<file path="src/rtl/uftx_pkg.sv">
package uftx_pkg;
  typedef enum logic [1:0] {
    ST_IDLE,
    ST_LEAD,
    ST_SEND
  } tx_state_e;

  localparam int CHAR_BITS = 10;
  localparam int DATA_BITS = 8;
endpackage

</file>
<file path="src/rtl/uftx_fifo.sv">
module uftx_fifo #(
  parameter int DW = 8,
  parameter int AW = 4
) (
  input  logic          clk,
  input  logic          rst_n,
  input  logic          wr_req,
  input  logic [DW-1:0] wr_data,
  input  logic          rd_en,
  output logic [DW-1:0] rd_data,
  output logic [AW:0]   level,
  output logic          full,
  output logic          empty,
  output logic          overflow
);
  localparam int DEPTH = 1 << AW;
  localparam logic [AW:0] FULL_LVL = (AW+1)'(DEPTH);

  logic [DW-1:0] mem [DEPTH];
  logic [AW-1:0] wp, rp;
  logic [AW:0]   cnt;
  logic          ovf_q;
  logic          wr_en;

  assign full     = (cnt == FULL_LVL);
  assign empty    = (cnt == '0);
  assign wr_en    = wr_req && !full;
  assign rd_data  = mem[rp];
  assign level    = cnt;
  assign overflow = ovf_q;

  always_ff @(posedge clk) begin
    if (wr_en) mem[wp] <= wr_data;
  end

  always_ff @(posedge clk) begin
    if (!rst_n) begin
      wp    <= '0;
      rp    <= '0;
      cnt   <= '0;
      ovf_q <= 1'b0;
    end else begin
      if (wr_en) wp <= wp + 1'b1;
      if (rd_en) rp <= rp + 1'b1;
      case ({wr_en, rd_en})
        2'b10:   cnt <= cnt + 1'b1;
        2'b01:   cnt <= cnt - 1'b1;
        default: cnt <= cnt;
      endcase
      if (wr_req && full) ovf_q <= 1'b1;
    end
  end

  AST_FULL_WRITE_DROPPED: assert property (@(posedge clk) disable iff (!rst_n)
    (full && wr_req && !rd_en) |=> $stable(cnt));
  AST_OVF_STICKY: assert property (@(posedge clk) disable iff (!rst_n)
    ovf_q |=> ovf_q);
  AST_NO_POP_EMPTY: assert property (@(posedge clk) disable iff (!rst_n)
    rd_en |-> !empty);
  AST_PUSH_POP_LEVEL: assert property (@(posedge clk) disable iff (!rst_n)
    (wr_en && rd_en) |=> $stable(cnt));
endmodule

</file>
<file path="src/rtl/uftx_baud.sv">
module uftx_baud #(
  parameter int ACC_W = 32,
  parameter int TICKS = 32
) (
  input  logic             clk,
  input  logic             rst_n,
  input  logic [ACC_W-1:0] freq_word,
  output logic             bit_stb
);
  localparam int TW = (TICKS > 1) ? $clog2(TICKS) : 1;
  localparam logic [TW-1:0] TLAST = TW'(TICKS - 1);

  logic [ACC_W-1:0] acc;
  logic [ACC_W:0]   sum;
  logic             tick;
  logic [TW-1:0]    tcnt;

  assign sum     = {1'b0, acc} + {1'b0, freq_word};
  assign tick    = sum[ACC_W];
  assign bit_stb = tick && (tcnt == TLAST);

  always_ff @(posedge clk) begin
    if (!rst_n) begin
      acc  <= '0;
      tcnt <= '0;
    end else begin
      acc <= sum[ACC_W-1:0];
      if (tick) tcnt <= (tcnt == TLAST) ? '0 : tcnt + 1'b1;
    end
  end

  AST_STB_SPACING: assert property (@(posedge clk) disable iff (!rst_n)
    bit_stb |=> !bit_stb);
endmodule

</file>
<file path="src/rtl/uftx_shifter.sv">
module uftx_shifter
  import uftx_pkg::*;
#(
  parameter int FRAME_LEN = 5,
  parameter int LW        = 5
) (
  input  logic          clk,
  input  logic          rst_n,
  input  logic          bit_stb,
  input  logic [LW-1:0] level,
  input  logic [7:0]    rd_data,
  output logic          rd_en,
  output logic          tx_line,
  output logic          drv_en
);
  localparam int FCW = $clog2(FRAME_LEN + 1);
  localparam logic [LW-1:0]  FL_LVL   = LW'(FRAME_LEN);
  localparam logic [FCW-1:0] FL_CNT   = FCW'(FRAME_LEN);
  localparam logic [3:0]     LAST_BIT = 4'(CHAR_BITS - 1);

  tx_state_e            state;
  logic [CHAR_BITS-1:0] shreg;
  logic [3:0]           bit_idx;
  logic [FCW-1:0]       left;
  logic                 tx_q, en_q;
  logic                 load;

  assign load    = bit_stb && ((state == ST_LEAD) ||
                   (state == ST_SEND && bit_idx == LAST_BIT && left != '0));
  assign rd_en   = load;
  assign tx_line = tx_q;
  assign drv_en  = en_q;

  always_ff @(posedge clk) begin
    if (!rst_n) begin
      state   <= ST_IDLE;
      shreg   <= '1;
      bit_idx <= '0;
      left    <= '0;
      tx_q    <= 1'b1;
      en_q    <= 1'b0;
    end else if (bit_stb) begin
      if (load) begin
        shreg   <= {1'b1, rd_data, 1'b0};
        tx_q    <= 1'b0;
        bit_idx <= '0;
        left    <= left - 1'b1;
        state   <= ST_SEND;
      end else begin
        case (state)
          ST_IDLE: begin
            if (level >= FL_LVL) begin
              state <= ST_LEAD;
              en_q  <= 1'b1;
              left  <= FL_CNT;
            end
          end
          ST_SEND: begin
            if (bit_idx == LAST_BIT) begin
              state <= ST_IDLE;
              en_q  <= 1'b0;
              tx_q  <= 1'b1;
            end else begin
              shreg   <= {1'b1, shreg[CHAR_BITS-1:1]};
              tx_q    <= shreg[1];
              bit_idx <= bit_idx + 1'b1;
            end
          end
          default: state <= ST_IDLE;
        endcase
      end
    end
  end

  AST_LINE_HIGH_WHEN_OFF: assert property (@(posedge clk) disable iff (!rst_n)
    !en_q |-> tx_q);
  AST_START_NEEDS_FRAME: assert property (@(posedge clk) disable iff (!rst_n)
    $rose(en_q) |-> ($past(level) >= FL_LVL));
  AST_EN_BEFORE_START: assert property (@(posedge clk) disable iff (!rst_n)
    $fell(tx_q) |-> $past(en_q));
endmodule

</file>
<file path="src/rtl/uart_frame_tx.sv">
module uart_frame_tx #(
  parameter int FRAME_LEN     = 5,
  parameter int TICKS_PER_BIT = 32,
  parameter int ACC_W         = 32
) (
  input  logic             clk,
  input  logic             rst_n,
  input  logic [ACC_W-1:0] freq_word,
  input  logic             in_valid,
  input  logic [7:0]       in_data,
  output logic             in_ready,
  output logic             tx_line,
  output logic             drv_en,
  output logic             overflow
);
  localparam int FIFO_AW = $clog2(2 * FRAME_LEN);
  localparam int LW      = FIFO_AW + 1;

  logic          bit_stb;
  logic          rd_en;
  logic [7:0]    rd_data;
  logic [LW-1:0] level;
  logic          full, empty;

  assign in_ready = !full;

  uftx_baud #(.ACC_W(ACC_W), .TICKS(TICKS_PER_BIT)) u_baud (
    .clk(clk), .rst_n(rst_n), .freq_word(freq_word), .bit_stb(bit_stb)
  );

  uftx_fifo #(.DW(8), .AW(FIFO_AW)) u_fifo (
    .clk(clk), .rst_n(rst_n), .wr_req(in_valid), .wr_data(in_data),
    .rd_en(rd_en), .rd_data(rd_data), .level(level), .full(full),
    .empty(empty), .overflow(overflow)
  );

  uftx_shifter #(.FRAME_LEN(FRAME_LEN), .LW(LW)) u_shift (
    .clk(clk), .rst_n(rst_n), .bit_stb(bit_stb), .level(level),
    .rd_data(rd_data), .rd_en(rd_en), .tx_line(tx_line), .drv_en(drv_en)
  );

  AST_READY_WHILE_IDLE_EMPTY: assert property (@(posedge clk) disable iff (!rst_n)
    (empty && !in_ready) |-> 1'b0);
endmodule

</file>
<file path="config.mk">
export PLATFORM = sky130hd
export DESIGN_NAME = uart_frame_tx
export DESIGN_NICKNAME = d
export VERILOG_FILES = /design/src/rtl/uftx_pkg.sv /design/src/rtl/uftx_fifo.sv /design/src/rtl/uftx_baud.sv /design/src/rtl/uftx_shifter.sv /design/src/rtl/uart_frame_tx.sv
export SDC_FILE = /design/constraint.sdc
export NUM_CORES = 1
export LEC_CHECK = 0
export BUFFER_PORTS_ARGS = -buffer_cell sky130_fd_sc_hd__buf_2
export CAP_MARGIN = 25
export CORE_MARGIN = 5
export CORE_UTILIZATION = 45
export DETAILED_ROUTE_END_ITERATION = 10
export PLACE_DENSITY_LB_ADDON = 0.05
export SETUP_SLACK_MARGIN = 0.1
export SKIP_CTS_REPAIR_TIMING = 1
export SLEW_MARGIN = 20
export SYNTH_ARGS = -nofsm -noshare
export SYNTH_HDL_FRONTEND = slang
export SYNTH_SLANG_ARGS = --single-unit
</file>
<file path="constraint.sdc">
create_clock -name clk -period 4.4 [get_ports clk]
set_input_delay 0.88 -clock clk [delete_from_list [all_inputs] [get_ports clk]]
set_output_delay 0.88 -clock clk [all_outputs]
set_load 0.05 [all_outputs]
</file>
==> flow_summary.json, run 1 <==
{
  "synthFlopType": "edfxtp_1",
  "fillCellCount": 1807,
  "crit_end": "u_fifo.level[4]$_SDFFE_PN0P_",
  "design.core.area_um2": 21020,
  "synth.area.top_cells": "edfxtp_1 40%, dfxtp_1 15%, mux4_2 9.4%, ha_1 6.1%, nor2_1 2.5%",
  "post_drt_via_cell_ratio": 5.653,
  "clkLatencyLatePin_ps": 520,
  "grt_pass1_wl_mm": 33.06,
  "critPathRequiredTime_ps": 4820,
  "grtUsageMet1": 0.2068,
  "rows": 53,
  "grt_overflow": 0,
  "hold_class": "reg2reg",
  "synthTopCellsByCount": "128 x edfxtp_1, 74 x dfxtp_1, 65 x nor2_1, 58 x nand2_1, 47 x ha_1",
  "htreeDepth": 1,
  "gp_congestion": 0.7807,
  "hp-start": "u_baud.tcnt[3]$_SDFFE_PN0P_",
  "grt_max_degree": 44,
  "ys_ff_latch": 202,
  "start_util": 0.4577,
  "final-hold-violation-count": 0,
  "grtUsageMet3": 0.02378,
  "port_buffers": 46,
  "p_per_area_nw_per_um2": 502.4,
  "antenna_found_initial": 0,
  "syn_nets": 865,
  "vias": 6331,
  "drt_wl_total_mm": 20.80,
  "clockBufferDepth": 3,
  "synthArstFlopShare": 0,
  "yosysTopAreaCell": "edfxtp_1",
  "syn_to_final_growth_pct": 13.52,
  "reg2regPathDepth": 19,
  "drt-initial-drc-count": 406,
  "maxSlewViolCount": 0,
  "antenna_left": 0,
  "fin_ws_ps": 429.8,
  "arrival_ps": 4390,
  "route.detailed.drc": 0,
  "timing.final.crit_share": 0.9023,
  "relSlewSlack": 0.3720,
  "cap_viol_max_count": 0,
  "antenna_cells": 0,
  "grt_use_total": 0.1692,
  "post_dp_cell_area_um2": 10220,
  "reg2reg_to": "u_fifo.level[4]$_SDFFE_PN0P_",
  "tritoncts": "built",
  "synth.most_common_cell": "edfxtp_1",
  "die_w_um": 156.2,
  "met2_usage": 0.3112,
  "syn_area_per_cell_um2": 12.43,
  "r2r_slack_ps": 630,
  "drive_gt1_frac": 0.1905,
  "dieArea_um2": 24410,
  "pin_count": 47,
  "grt_pass1_vias": 6395,
  "startpoint_type": "primary input",
  "end_kind": "flop",
  "path_max_fanout": 3,
  "skew_ps": 20.67,
  "synth.distinct_cells": 69,
  "synth-edff-count": 128,
  "clock_sinks": 202,
  "finalSetupViolCount": 0,
  "first_pass_iters": 6,
  "startpoint": "freq_word[0]",
  "syn_inst": 774,
  "seq_area_um2": 5328,
  "layout.nets": 919,
  "total_leakage_power_uw": 0.003906,
  "die_y_um": 156.2,
  "status": "complete, no violations",
  "post_drt_wl_per_cell_um": 18.57,
  "root_buffer": "clkbuf_16",
  "final_area_um2": 10920,
  "clkSlewWorstSetupHoldPaths_ps": 50,
  "synth_warnings": 0,
  "rsz0062_at_grt": "false",
  "p_total_uw": 5488,
  "multi_input_area_um2": 4101,
  "path_class": "in2reg",
  "yosysSeqAreaShare": 0.5534,
  "cts_buffers": 23,
  "synth_top_area_frac": 0.3995,
  "grt.busiest_layer": "met2",
  "dp_hpwl_mm": 14.34,
  "synth_area_um2": 9622,
  "max_freq_mhz": 251.9,
  "period_needed_ps": 3970,
  "place_ws_ps": -50.84,
  "ir_drop_mv": 0.3015,
  "tightest_slew_ps": 941.0,
  "r2r-start": "u_baud.acc[0]$_SDFF_PN0_"
}
==> metrics by stage <==
step / cells / setup TNS, ps / hold WS, ps / utilization
floorplan: 774 / 0 / 438.6 / -
global placement: 1078 / 0 / 444.5 / 0.4864
detailed placement: 1078 / -50.84 / 459.5 / 0.4864
CTS: 1120 / 0 / 468.5 / 0.5196
global route: 1120 / 0 / 496.6 / 0.5196
finish: 1120 / 0 / 472.4 / 0.5196
==> power by group <==
group	switching (uW)	internal (uW)	leakage, uW
combinational	875	610	0.00180
sequential	58.8	2170	0.00176
clock	754	1020	0.000345
==> worst min path at each step <==
| stage | end | slack, ps | cells after the start |
|---|---|---|---|
| 6_report | u_baud.tcnt[3]$_SDFFE_PN0P_ | 470 | 2 |
| 5_1_grt | u_baud.tcnt[4]$_SDFFE_PN0P_ | 500 | 2 |
| 4_1_cts | u_shift.left[1]$_SDFFE_PN0P_ | 470 | 2 |
| 3_5_place_dp | u_shift.left[1]$_SDFFE_PN0P_ | 460 | 2 |
| 3_3_place_gp | u_fifo.overflow$_SDFFE_PN0P_ | 440 | 2 |
| 2_1_floorplan | u_shift.left[1]$_SDFFE_PN0P_ | 440 | 2 |
==> layout make-up <==
| class | count | share of cell area |
|---|---|---|
| Clock buffer | 32 | 0.05853 |
| Clock inverter | 10 | 0.005384 |
| Inverter | 19 | 0.006529 |
| Multi-Input combinational cell | 516 | 0.3755 |
| Sequential cell | 202 | 0.4877 |
| Tap cell | 275 | 0.03150 |
| Timing Repair Buffer | 66 | 0.03482 |
==> worst max-delay path, stage by stage <==
cell	delay [ps]
buf_2	100
ha_1	230
fa_2	360
a21o_1	180
nand4_1	100
nand3_2	120
a31oi_4	210
o31ai_4	120
a21o_4	230
o21ai_4	160
inv_2	60
ha_1	210
xor2_1	150
ha_1	220
o21ai_0	200
a21oi_1	110
a21oi_1	180
xor2_1	100
or3_1	310
a21oi_1	140
==> flip-flops by register name, summed over array words and instances (netlist names), named ones only <==
| register | cells |
|---|---|
| u_fifo.level | 5 |
| u_shift.drv_en | 1 |
| u_shift.shreg | 8 |
| u_shift.left | 3 |
| u_fifo.mem | 128 |
| u_fifo.wp | 4 |
| u_fifo.overflow | 1 |
| u_baud.acc | 32 |
| u_shift.bit_idx | 4 |
| u_shift.tx_line | 1 |
| u_baud.tcnt | 5 |
| u_fifo.rp | 4 |
| u_shift.state | 2 |
==> kinds of logic after synthesis <==
kind of cell    count (synthesis)  synth area share
mux                            51            0.1051
simple gates                  221            0.1113
buf+inv                        56           0.02419
flops                         202            0.5534
xor+xnor                       26           0.02367
compound gates                170            0.1191
fa+ha+maj                      48           0.06320
==> placed cells by master (no fill, tap or decap), types with 12 or more instances in the layout <==
cell type | synthesis | final
o21ai_1 | 14 | 14
nand2_1 | 58 | 58
nand3_1 | 19 | 18
a21oi_1 | 43 | 43
buf_4 | 1 | 20
clkbuf_16 | 0 | 23
nor2_1 | 65 | 65
a21o_1 | 16 | 16
ha_1 | 47 | 47
inv_1 | 18 | 18
mux4_2 | 40 | 40
o21ai_0 | 22 | 22
nand2b_1 | 12 | 12
xor2_1 | 15 | 15
nor3_1 | 15 | 15
buf_2 | 9 | 46
dfxtp_1 | 74 | 72
edfxtp_1 | 128 | 128
==> per-layer routing <==
layer,up-vias,wire [um]
li1,3056,-
met1,3125,8674
met2,118,10810
met3,32,755
met4,0,558
met5,-,0
Note: power is estimated with default switching activity, not from simulation.
==> run 2, diff against run 1 <==
--- a/config.mk
+++ b/config.mk
@@ -7,7 +7,8 @@
 export LEC_CHECK = 0
 export BUFFER_PORTS_ARGS = -buffer_cell sky130_fd_sc_hd__buf_2
 export CAP_MARGIN = 25
-export CORE_MARGIN = 5
+export CORE_ASPECT_RATIO = 2
+export CORE_MARGIN = 2
 export CORE_UTILIZATION = 45
 export DETAILED_ROUTE_END_ITERATION = 10
 export PLACE_DENSITY_LB_ADDON = 0.05
==> constraint.sdc (replaced) <==
create_clock -name clk -period 3.2 [get_ports clk]
set_input_delay 0.64 -clock clk [delete_from_list [all_inputs] [get_ports clk]]
set_output_delay 0.64 -clock clk [all_outputs]
set_load 0.05 [all_outputs]
==> flow_summary.json, run 2 (same netlist as run 1, synthesis figures left out) <==
{
  "status": "finished with violations",
  "failed_checks": "negative setup slack",
  "rows": 75,
  "gp_congestion": 0.8487,
  "cap_viol_max_count": 0,
  "p_per_area_nw_per_um2": 699.6,
  "path_cells": "ha_4, fa_2, a21o_1, nand4_1, nand3_2, a31oi_4, o31ai_4, a21o_4, o21ai_4, inv_4, ha_4, xor2_1, ha_2, o21ai_2, a21oi_2, a21oi_2, xor2_1, or3_1, a21oi_2",
  "path_class": "reg2reg",
  "start_util": 0.4577,
  "fin_ws_ps": -355.1,
  "skew_ps": 13.97,
  "die_y_um": 210.8,
  "ir_drop_mv": 0.5384,
  "grt_max_degree": 44,
  "vias": 6693,
  "grt_overflow": 0,
  "final-hold-violation-count": 0,
  "design.core.area_um2": 21020,
  "place_ws_ps": -724.7,
  "clock_sinks": 202,
  "maxSlewViolCount": 0,
  "port_buffers": 46,
  "grt_pass1_vias": 7117,
  "arrival_ps": 3990,
  "dp_hpwl_mm": 16.66,
  "finalSetupViolCount": 3,
  "final_common_cell": "edfxtp_1",
  "dp_cells": 1174,
  "antenna_left": 0,
  "tritoncts": "built",
  "grt_pass1_wl_mm": 35.63,
  "route.detailed.drc": 0,
  "p_total_uw": 8294,
  "largest_reg_flops": 128,
  "fillCellCount": 1797,
  "max_stage_delay_ps": 360,
  "tightest_slew_ps": 752.2,
  "timing.final.crit_share": 1.111,
  "total_leakage_power_uw": 0.004447,
  "startpoint_type": "flop",
  "grt_use_total": 0.2043,
  "cp_slowest_cell": "or3_1",
  "critPathRequiredTime_ps": 3630,
  "end_kind": "flop",
  "first_pass_iters": 4,
  "layout.nets": 1025,
  "drt-initial-drc-count": 227,
  "hold_class": "in2reg",
  "crit_top_cell": "a21oi_2",
  "htreeDepth": 1,
  "syn_to_final_growth_pct": 23.21,
  "seq_area_um2": 5328,
  "path_max_fanout": 3,
  "clockBufferDepth": 3,
  "drive_gt1_frac": 0.2943,
  "multi_input_area_um2": 4174,
  "final_cell_mix": "128 x edfxtp_1, 126 x buf_4, 72 x dfxtp_1",
  "clkLatencyLatePin_ps": 510,
  "dieArea_um2": 22640,
  "reg_top3": "u_fifo.mem (128), u_baud.acc (32), u_shift.shreg (8)",
  "max_freq_mhz": 281.3,
  "period_needed_ps": 3555,
  "rsz0062_at_grt": "true",
  "post_drt_wl_per_cell_um": 18.40,
  "post_drt_via_cell_ratio": 5.500,
  "drt_wl_total_mm": 22.39,
  "largest-register": "u_fifo.mem",
  "root_buffer": "clkbuf_16",
  "clkSlewWorstSetupHoldPaths_ps": 60,
  "stdcell_count": 1217,
  "antenna_found_initial": 0,
  "cts_buffers": 20,
  "relSlewSlack": 0.4980,
  "pin_count": 47,
  "antenna_cells": 0,
  "die_w_um": 107.4
}
-- run 2: changes by cell type in the layout (fill, tap and decap cells not counted), sizes merged --
cell      previous run  this run
inv                 20        21
buf                 66       175
bufinv               0         4
clkbuf              32        25
clkinv               9         4
clkinvlp             0         1
-- run 2: path summary, 6_finish.rpt --
check	startpoint	endpoint	slack [ps]	cells after the start
worst max-delay path	u_baud.acc[0]$_SDFF_PN0_	u_fifo.level[4]$_SDFFE_PN0P_	-360	19
worst min-delay path	in_valid	u_fifo.overflow$_SDFFE_PN0P_	400	3
worst max register to register	u_baud.acc[0]$_SDFF_PN0_	u_fifo.level[4]$_SDFFE_PN0P_	-360	19
worst min register to register	u_shift.drv_en$_SDFFE_PN0P_	u_shift.drv_en$_SDFFE_PN0P_	450	2
-- run 2: where the power goes --
part / total (uW) / internal [uW] / switching (uW)
clock network: 2560 / 1550 / 1010
registers: 3070 / 2990 / 87.9
logic: 2660 / 1310 / 1350
total: 8290 / 5850 / 2440
-- run 2: cell type report --
class,count,area share
Clock buffer,25,0.04644
Tap cell,269,0.02839
Timing Repair Buffer,175,0.1035
Sequential cell,202,0.4494
Inverter,19,0.006227
Multi-Input combinational cell,516,0.3521
Clock inverter,11,0.01393
-- run 2: critical path: cells and delay by family, from the launching register on --
kind / cells / cell delay, ps
xor gates and xnor gates: 2 / 290
buffers and inverters: 1 / 50
DFF: 1 / 320
and+or+nand+nor: 3 / 550
AOI/OAI and AO/OA: 9 / 1380
adders and majority gates: 4 / 890
-- run 2: through the flow --
| step | TNS (ps) | util | area, um2 | hold WS, ps |
|---|---|---|---|---|
| 2_1_floorplan | -1559 | - | 9694 | 439.1 |
| 3_3_place_gp | -2241 | 0.5251 | 11040 | 442.8 |
| 3_5_place_dp | -2380 | 0.5251 | 11040 | 452.5 |
| 4_1_cts | -491.0 | 0.5591 | 11750 | 377.9 |
| 5_1_grt | -1101 | 0.5640 | 11860 | 404.9 |
| 6_report | -557.9 | 0.5640 | 11860 | 404.6 |
-- run 2: metal layers --
metal,routed length [um],global-route usage
met3,571,0.02252
met2,13590,0.4284
met1,7541,0.1933
met5,0,0
met4,685,0.07339
